===== src/rtl/bib_pkg.sv =====
package bib_pkg;
  localparam int OPW  = 41;
  localparam int NSLT = 3;
  localparam int TMW  = 5;
  localparam int BW   = TMW + NSLT * OPW;
  localparam int NCLS = 4;
  localparam int NPAT = 6;

  typedef enum logic [1:0] {U_MEM = 2'd0, U_INT = 2'd1, U_FP = 2'd2, U_BR = 2'd3} unit_e;

  typedef struct packed {
    unit_e            ut;
    logic             stop;
    logic             nop;
    logic [OPW-1:0]   op;
  } slot_t;

  function automatic logic tmpl_legal(input logic [TMW-1:0] t);
    return int'(t[4:2]) < NPAT;
  endfunction

  function automatic unit_e slot_unit(input logic [2:0] pat, input int s);
    unit_e u;
    u = U_MEM;
    if (s == 1) begin
      case (pat)
        3'd1, 3'd3: u = U_MEM;
        3'd2:       u = U_FP;
        3'd5:       u = U_BR;
        default:    u = U_INT;
      endcase
    end else if (s == 2) begin
      case (pat)
        3'd3:       u = U_FP;
        3'd4, 3'd5: u = U_BR;
        default:    u = U_INT;
      endcase
    end
    return u;
  endfunction

  function automatic logic slot_stop(input logic [1:0] mode, input int s);
    case (mode)
      2'd1:    return s == 2;
      2'd2:    return (s == 0) || (s == 2);
      2'd3:    return (s == 1) || (s == 2);
      default: return 1'b0;
    endcase
  endfunction
endpackage


===== src/rtl/bib_tmpl_dec.sv =====
module bib_tmpl_dec
  import bib_pkg::*;
(
  input  logic [BW-1:0]        bundle,
  output logic                 legal,
  output slot_t [NSLT-1:0]     slots
);
  logic [TMW-1:0] tm;
  assign tm    = bundle[TMW-1:0];
  assign legal = tmpl_legal(tm);

  for (genvar s = 0; s < NSLT; s++) begin : g_slot
    assign slots[s].ut   = slot_unit(tm[4:2], s);
    assign slots[s].stop = slot_stop(tm[1:0], s);
    assign slots[s].op   = bundle[TMW + OPW*s +: OPW];
    assign slots[s].nop  = (bundle[TMW + OPW*s +: OPW] == '0);
  end
endmodule


===== src/rtl/bib_window.sv =====
module bib_window
  import bib_pkg::*;
(
  input  logic                   clk,
  input  logic                   rst_n,
  input  logic                   in_valid,
  input  logic                   in_legal,
  input  slot_t [NSLT-1:0]       in_slots,
  input  logic                   fire,
  input  logic [2:0]             grp_end,
  output slot_t [2*NSLT-1:0]     win,
  output logic                   v0,
  output logic                   v1,
  output logic [1:0]             hp,
  output logic                   in_ready
);
  slot_t [NSLT-1:0] b0, b1, nb0, nb1;
  logic             nv0, nv1, acc, ld_en;
  logic [1:0]       nhp;

  assign in_ready = !v1;
  assign acc      = in_valid && in_ready && in_legal;
  assign ld_en    = acc || fire;
  assign win      = {b1, b0};

  always_comb begin
    nb0 = b0;
    nb1 = b1;
    nv0 = v0;
    nv1 = v1;
    nhp = hp;
    if (fire) begin
      if (grp_end >= 3'd2) begin
        nb0 = b1;
        nv0 = v1 && (grp_end != 3'd5);
        nv1 = 1'b0;
        nhp = (grp_end == 3'd3) ? 2'd1 : (grp_end == 3'd4) ? 2'd2 : 2'd0;
      end else begin
        nhp = grp_end[1:0] + 2'd1;
      end
    end
    if (acc) begin
      if (!nv0) begin
        nb0 = in_slots;
        nv0 = 1'b1;
      end else begin
        nb1 = in_slots;
        nv1 = 1'b1;
      end
    end
  end

  always_ff @(posedge clk or negedge rst_n) begin
    if (!rst_n) begin
      v0 <= 1'b0;
      v1 <= 1'b0;
      hp <= 2'd0;
    end else begin
      v0 <= nv0;
      v1 <= nv1;
      hp <= nhp;
    end
  end

  always_ff @(posedge clk) begin
    if (ld_en) begin
      b0 <= nb0;
      b1 <= nb1;
    end
  end


  win_order_chk: assert property (@(posedge clk) disable iff (!rst_n) v1 |-> v0);

  hp_range_chk: assert property (@(posedge clk) disable iff (!rst_n) hp <= 2'd2);
endmodule


===== src/rtl/bib_group.sv =====
module bib_group
  import bib_pkg::*;
#(
  parameter int NPORT = 2
) (
  input  logic                                     clk,
  input  logic                                     rst_n,
  input  slot_t [2*NSLT-1:0]                       win,
  input  logic                                     v0,
  input  logic                                     v1,
  input  logic [1:0]                               hp,
  input  logic [NCLS-1:0][NPORT-1:0]               rdy,
  output logic                                     fire,
  output logic [2:0]                               grp_end,
  output logic [NCLS-1:0][NPORT-1:0]               pvld,
  output logic [NCLS-1:0][NPORT-1:0][OPW-1:0]      pop
);
  localparam int NWIN = 2 * NSLT;

  logic [NCLS-1:0][NPORT-1:0] need;
  logic                       go, complete, ok;
  int                         avail, u;
  int                         cnt [NCLS];

  always_comb begin
    avail    = v1 ? NWIN : (v0 ? NSLT : 0);
    go       = 1'b1;
    complete = 1'b0;
    ok       = 1'b1;
    grp_end  = 3'd0;
    need     = '0;
    pop      = '0;
    u        = 0;
    for (int c = 0; c < NCLS; c++) cnt[c] = 0;
    for (int p = 0; p < NWIN; p++) begin
      if (go && (p >= int'(hp)) && (p < avail)) begin
        grp_end = 3'(p);
        if (!win[p].nop) begin
          u = int'(win[p].ut);
          if (cnt[u] >= NPORT) ok = 1'b0;
          for (int k = 0; k < NPORT; k++) begin
            if (cnt[u] == k) begin
              need[u][k] = 1'b1;
              pop[u][k]  = win[p].op;
              if (!rdy[u][k]) ok = 1'b0;
            end
          end
          cnt[u] = cnt[u] + 1;
        end
        if (win[p].stop || (p == NWIN-1)) begin
          complete = 1'b1;
          go       = 1'b0;
        end
      end
    end
    fire = v0 && complete && ok;
    pvld = fire ? need : '0;
  end

  for (genvar c = 0; c < NCLS; c++) begin : g_cls
    for (genvar k = 0; k < NPORT; k++) begin : g_port

      port_rdy_chk: assert property (@(posedge clk) disable iff (!rst_n)
        pvld[c][k] |-> rdy[c][k]);
      if (k > 0) begin : g_pre

        port_prefix_chk: assert property (@(posedge clk) disable iff (!rst_n)
          pvld[c][k] |-> pvld[c][k-1]);
      end
    end
  end
endmodule


===== src/rtl/bundle_issue.sv =====
module bundle_issue
  import bib_pkg::*;
#(
  parameter int NPORT = 2
) (
  input  logic                        clk,
  input  logic                        rst_n,
  input  logic                        in_valid,
  input  logic [127:0]                in_bundle,
  output logic                        in_ready,
  output logic                        err_o,
  input  logic [NPORT-1:0]            m_rdy,
  output logic [NPORT-1:0]            m_vld,
  output logic [NPORT-1:0][40:0]      m_op,
  input  logic [NPORT-1:0]            i_rdy,
  output logic [NPORT-1:0]            i_vld,
  output logic [NPORT-1:0][40:0]      i_op,
  input  logic [NPORT-1:0]            f_rdy,
  output logic [NPORT-1:0]            f_vld,
  output logic [NPORT-1:0][40:0]      f_op,
  input  logic [NPORT-1:0]            b_rdy,
  output logic [NPORT-1:0]            b_vld,
  output logic [NPORT-1:0][40:0]      b_op
);
  logic [1:0]                           rsync;
  logic                                 rst_s;
  logic                                 legal, fire, v0, v1, err_q, err_d;
  logic [1:0]                           hp;
  logic [2:0]                           grp_end;
  slot_t [NSLT-1:0]                     dslots;
  slot_t [2*NSLT-1:0]                   win;
  logic [NCLS-1:0][NPORT-1:0]           rdy, pvld;
  logic [NCLS-1:0][NPORT-1:0][OPW-1:0]  pop;

  always_ff @(posedge clk or negedge rst_n) begin
    if (!rst_n) rsync <= 2'b00;
    else        rsync <= {rsync[0], 1'b1};
  end
  assign rst_s = rsync[1];

  bib_tmpl_dec u_dec (
    .bundle (in_bundle),
    .legal  (legal),
    .slots  (dslots)
  );

  bib_window u_win (
    .clk      (clk),
    .rst_n    (rst_s),
    .in_valid (in_valid),
    .in_legal (legal),
    .in_slots (dslots),
    .fire     (fire),
    .grp_end  (grp_end),
    .win      (win),
    .v0       (v0),
    .v1       (v1),
    .hp       (hp),
    .in_ready (in_ready)
  );

  assign rdy = {b_rdy, f_rdy, i_rdy, m_rdy};

  bib_group #(.NPORT(NPORT)) u_grp (
    .clk     (clk),
    .rst_n   (rst_s),
    .win     (win),
    .v0      (v0),
    .v1      (v1),
    .hp      (hp),
    .rdy     (rdy),
    .fire    (fire),
    .grp_end (grp_end),
    .pvld    (pvld),
    .pop     (pop)
  );

  assign m_vld = pvld[U_MEM];
  assign i_vld = pvld[U_INT];
  assign f_vld = pvld[U_FP];
  assign b_vld = pvld[U_BR];
  assign m_op  = pop[U_MEM];
  assign i_op  = pop[U_INT];
  assign f_op  = pop[U_FP];
  assign b_op  = pop[U_BR];

  assign err_d = in_valid && in_ready && !legal;

  always_ff @(posedge clk or negedge rst_s) begin
    if (!rst_s) err_q <= 1'b0;
    else        err_q <= err_d;
  end
  assign err_o = err_q;


  err_src_chk: assert property (@(posedge clk) disable iff (!rst_s)
    err_q |-> $past(in_valid && in_ready));
endmodule


===== config.mk =====
export PLATFORM = sky130hd
export DESIGN_NAME = bundle_issue
export DESIGN_NICKNAME = d
export VERILOG_FILES = /design/src/rtl/bib_pkg.sv /design/src/rtl/bib_tmpl_dec.sv /design/src/rtl/bib_window.sv /design/src/rtl/bib_group.sv /design/src/rtl/bundle_issue.sv
export SDC_FILE = /design/constraint.sdc
export NUM_CORES = 1
export LEC_CHECK = 0
export CAP_MARGIN = 15
export CORE_MARGIN = 2
export CORE_UTILIZATION = 30
export DETAILED_ROUTE_END_ITERATION = 8
export DONT_BUFFER_PORTS = 1
export GPL_ROUTABILITY_DRIVEN = 0
export PLACE_DENSITY = 0.49
export SKIP_LAST_GASP = 1
export SYNTH_ARGS = -nofsm -noshare
export SYNTH_HDL_FRONTEND = slang
export SYNTH_SLANG_ARGS = --single-unit

===== constraint.sdc =====
create_clock -name clk -period 14.2 [get_ports clk]
set_input_delay 0.71 -clock clk [delete_from_list [all_inputs] [get_ports clk]]
set_output_delay 0.71 -clock clk [all_outputs]
set_load 0.01 [all_outputs]

# ---- After elaboration in Yosys (flattened, before gate mapping)
# Cells that the tools add are included.
dict set report totals {
  rom_bits 0
  n_memories 0
  word_cells 407
  output_inout_bits 338
  ram_bits 0
  latch_bits 0
  input_bits 139
  regBits 275
}
dict set report classes {
  n_lt_le_gt_ge 36
  multipliers 0
  n_eq_ne 17
  shifts 0
  add_sub_neg 6
  n_div 0
  reduce_logical 39
  bitwise_logic 16
  mux 265
}
# cell count
set ops {}
lappend ops {{$mux 328} 30}
lappend ops {{$bwmux 328} 9}
lappend ops {{$demux 82 s2} 10}
lappend ops {{$mux 128} 10}
lappend ops {{$mux 82} 8}
lappend ops {{$mux 135} 4}
lappend ops {{$mux 32} 15}
lappend ops {{$bwmux 128} 3}
lappend ops {{$ge 32x3->1 const B} 11}
lappend ops {{$and 328x328->328} 1}
lappend ops {{$bmux 32 s2} 5}
lappend ops {{$demux 32 s2} 4}
lappend ops {{$mux 8} 31}
lappend ops {{$mux 41} 6}
lappend ops {{$eq 32x2->1 const B} 6}
lappend ops {{$logic_not 32->1} 6}
lappend ops {{$add 32x2->32 const B} 5}
lappend ops {{$not 2->32} 5}
lappend ops {{$and 128x128->128} 1}
lappend ops {{$lt 32x1->1 const B} 4}
lappend ops {{$logic_not 41->1} 3}
lappend ops {{$mux 1} 92}
lappend ops {{$or 8x8->8} 9}
lappend ops {{$lt 3x32->1 const A} 2}
lappend ops {{28 further kinds} 99}

# ---- Longest topological paths before layout
dict set report depth {
  word_depth 63
  depth_mapped 26
  mapped_depth_nobuf 21
}

# ---- Modules after synthesis
# Synthesis repeated with hierarchy kept, for this count alone.
dict set report unflattened {
  cells_unflattened 4236
  hier_area_um2 30389.1
}
# mod area_per_inst_um2 cells_each n_inst
set by_module_without_submodules {}
lappend by_module_without_submodules {bib_group 18093.6 3418 1}
lappend by_module_without_submodules {bib_window 10911.7 631 1}
lappend by_module_without_submodules {bib_tmpl_dec 1296.2 182 1}
lappend by_module_without_submodules {bundle_issue 87.6 5 1}

# ---- Least setup slack after synthesis
# Ideal clock, no wire load.
dict set report synth_path {
  path_type {flip-flop to flip-flop}
  startpoint {reg u_win.b0, in the netlist u_win.win[41]}
  endpoint {reg u_win.b0, in the netlist u_win.win[0], enable pin}
  setup_slack_ns 5.206
  arrival_time_ns 8.495
  stages_incl_launch_ff 24
  path_buffers 2
  cell_sequence {edfxtp_1 -> or2_0 -> clkbuf_1 -> nor4_2 -> xor2_1 -> mux4_2 -> ha_1 -> or4_1 -> o22ai_1 -> inv_1 -> ha_1 -> nand2_1 -> o211ai_1 -> and3_1 -> inv_1 -> ha_1 -> and4_1 -> o21a_1 -> a211oi_1 -> and4_1 -> a21oi_1 -> or3_1 -> clkbuf_1 -> nand2_1}
}
dict set report synth_between {
  elab_chain_cells 53
}
# item line
set synth_rtl {}
lappend synth_rtl {{start, declared} bib_window.sv:17} ;# slot_t [NSLT-1:0] b0, b1, nb0, nb1;
lappend synth_rtl {{start signal, assigned} bib_window.sv:67} ;# b0 <= nb0;
lappend synth_rtl {{parallel branches: the longest is 50 deep, another holds $add 32x2->32} n/a}
lappend synth_rtl {{$mux 1 *} bib_group.sv:36} ;# if (go && (p >= int'(hp)) && (p < avail)) begin
lappend synth_rtl {{$logic_and 1x1->1 *} bib_group.sv:56} ;# fire = v0 && complete && ok;
lappend synth_rtl {{$logic_or 1x1->1 *} bib_window.sv:23} ;# assign ld_en = acc || fire;
lappend synth_rtl {{net u_win.ld_en} bib_window.sv:18} ;# logic nv0, nv1, acc, ld_en;
# Mark *: on every way through the listed nets, which the timed path passes. The select of a mux whose other input is x is not followed.
# A chain may end at the register's enable or synchronous reset.

==> impl_metrics.json <==
{
  "endpoint_kind": "primary output",
  "ff2ff_setup_slack_ns": 5.21,
  "synth.distinct_cells": 71,
  "cts_tree": "yes",
  "fin_setup_tns_ns": 0,
  "dp.cells": 3922,
  "hold_path_class": "register to async pin",
  "criticalPathCategory": "register to primary output",
  "pwr-share-seq_pct": 30.3,
  "grt_max_degree": 84,
  "clk_latency_ns": 0.57,
  "boundaryPins": 477,
  "p_clk_share_pct": 15.2,
  "grt-ovfl-total": 0,
  "layout_common_cells": "351 x mux2_2, 330 x o21ai_0, 313 x nand2_1",
  "worst_pin_slew_ns": 1.20,
  "die_h_um": 298,
  "num_vias": 25736,
  "die_width_um": 298,
  "period_minus_slack_ns": 9.58,
  "grt_pass1_vias": 24185,
  "synth_cells": 3126,
  "dr.pass1.iters": 6,
  "critical_path_arrival_ns": 8.87,
  "crit_path_max_fanout": 44,
  "wl_mm": 136,
  "ys_ff_latch": 275,
  "hold_viol": 0,
  "outcome": "finished clean",
  "numCtsBuffers": 40,
  "skew_ns": 0.0143,
  "intPower_mw": 3.56,
  "ir_drop_v": 0.000168,
  "synth.net_count": 3277,
  "drtIter0Drc": 3768,
  "cts.repair.resized": 0,
  "switchingPower_mw": 3.46,
  "clockRootBuffer": "clkbuf_16",
  "cap_violations": 0,
  "area.growth.synth_to_final_pct": 7.46,
  "synthFlopType": "edfxtp_1",
  "drive_gt1_share_pct": 19.6,
  "stdcell_count": 3996,
  "switching_share_pct": 49.3,
  "clockBufferDepth": 3,
  "syn-cell-area_sq_um": 25900,
  "n_fill_cell": 9122,
  "synth-edff-count": 268,
  "port_buffers": 0,
  "worstPathRequired_ns": 13.49,
  "rsz0062_at_grt": "false",
  "path_clk_slew_ns": 0.06,
  "finalCritPeriodShare_pct": 67.4,
  "final_nets": 2973,
  "clkSinkCount": 275,
  "die_area_sq_um": 88800,
  "start_util_pct": 30.4,
  "slew_violations": 0,
  "htree_levels": 2,
  "layout_commonest_cell": "mux2_2",
  "p_per_area_nw_per_um2": 252,
  "ys_async_sr_fraction_pct": 2.55,
  "max_slew_margin_pct": 19.4,
  "dp_hpwl_mm": 88.7,
  "grtUsageTotal_pct": 29.1,
  "core_sq_um": 85400,
  "avgSynthCellArea_sq_um": 8.29,
  "grt_pass1_wl_mm": 189,
  "max_freq_mhz": 104,
  "fin_hold_ws_ns": 0.122,
  "p_leak_nw": 9.55,
  "combPwrFrac_pct": 54.5,
  "wl_per_cell_um": 34.1,
  "rows": 107,
  "avgViaCountPerCell": 6.44,
  "ys_warn_count": 0,
  "ys_seq_area_share_pct": 31.7,
  "antenna_found_initial": 3,
  "setup_viol": 0,
  "ant_nets": 0,
  "drcViolationCount": 0,
  "worstSetupStartpointType": "register"
}
-- per-layer routing --
| layer | vias up | global-route usage, % | routed length, um |
|---|---|---|---|
| met5 | - | 0 | 34 |
| met4 | 6 | 11.9 | 5900 |
| met3 | 307 | 9.07 | 15600 |
| met2 | 1822 | 44.3 | 59800 |
| met1 | 12534 | 38.2 | 54800 |
| li1 | 11067 | - | - |
-- worst paths after layout --
kind                                          from                       end  depth (start not counted)
worst max-delay path            u_win.v1$_DFF_PN0_                  b_op[81]                         23
worst min register to register  rsync[1]$_DFF_PN0_   u_win.hp[0]$_DFFE_PN0N_                          0
worst min-delay path            rsync[1]$_DFF_PN0_   u_win.hp[0]$_DFFE_PN0N_                          0
min in group clk                     in_bundle[69]  u_win.win[203]$_DFFE_PP_                          0
worst max register to register  u_win.v1$_DFF_PN0_   u_win.win[19]$_DFFE_PP_                         21
max in group asynchronous                    rst_n        rsync[0]$_DFF_PN0_                          1
-- power groups by stage --
stage / Clock, mW / Sequential, mW / Combinational, mW
floorplan: 0 / 1.69 / 3.03
global placement: 0 / 2.10 / 3.74
detailed placement: 0 / 2.10 / 3.77
CTS: 1.08 / 2.08 / 3.78
global route: 1.11 / 2.16 / 4.05
finish: 1.07 / 2.12 / 3.82
-- synth_stat cells (all sizes together) (5+ instances only) --
library cell,n,area (sq um)
o21ai,330,1650
ha,12,150
buf,62,338
nand2,320,1200
a221oi,127,1120
nor2b,11,68.8
nand4,12,75.1
and3,41,257
clkbuf,354,1340
a21o,5,37.5
nor2,248,931
or4,5,37.5
nor4,45,315
or2,13,81.3
mux4,10,225
mux2,389,4380
mux2i,48,480
edfxtp,268,8050
inv,63,236
a21oi,254,1270
a22oi,120,901
a211oi,87,666
dfrtp,7,175
nand2b,11,68.8
xor2,12,105
a221o,41,410
nor3,153,771
xnor2,6,67.6
and2,6,37.5
nand3,19,95.1
o22ai,5,31.3
-- state kept, by name, indices dropped and copies added (netlist names) --
register   cells
u_win.win    268
rsync          2
u_win.hp       2
err_o          1
u_win.v0       1
u_win.v1       1
-- kinds of logic after synthesis --
family	share of synthesized area [%]
compound gates	24.3
mux	19.6
buf+inv	7.37
other cells	0.0145
flops	31.7
xor+xnor	0.666
simple gates	15.8
fa+ha+maj	0.579
-- metrics by stage --
stage	power [mW]	cell area [sq um]	utilization, %	setup slack (ns)
after floorplan	4.71	25900	-	5.21
after global placement	5.84	26500	31.0	5.43
after detailed placement	5.87	26500	31.0	5.28
after CTS	6.95	27800	32.6	4.67
after global routing	7.33	27800	32.6	4.26
final	7.01	27900	32.6	4.62
-- final cells by class --
class,instances,area (sq um),area share [%]
well taps,1144,1430,5.14
clock buffers,48,1070,3.85
repair buffers,70,528,1.90
multi-input cells,2372,16100,57.7
inverters,63,236,0.849
diodes,3,7.51,0.0269
flip-flops and latches,275,8220,29.5
clock inverters,21,273,0.979
-- worst max-delay path, stage by stage (launching register included) --
cell and delay [ns]:
dfrtp_1 0.45, o21bai_2 0.77, nor3_4 0.08, buf_4 0.40, xor2_1 0.29, mux4_2 0.55
ha_1 0.37, or4_1 0.54, o22ai_1 0.39, inv_1 0.13, ha_1 0.30, nand2_1 0.06
o211ai_1 0.11, and3_1 0.28, inv_1 0.11, ha_1 0.23, and4_1 0.16, o21a_1 0.18
a211oi_1 0.25, and4_1 0.36, nand3_1 0.35, nor2_4 0.75, buf_4 0.72, mux2_2 0.44
-- what timing repair did --
action	in CTS	in global routing
hold endpoints to repair	2	0
buffers inserted	0	0
hold buffers	1	0
(Power assumes the default switching activity.)
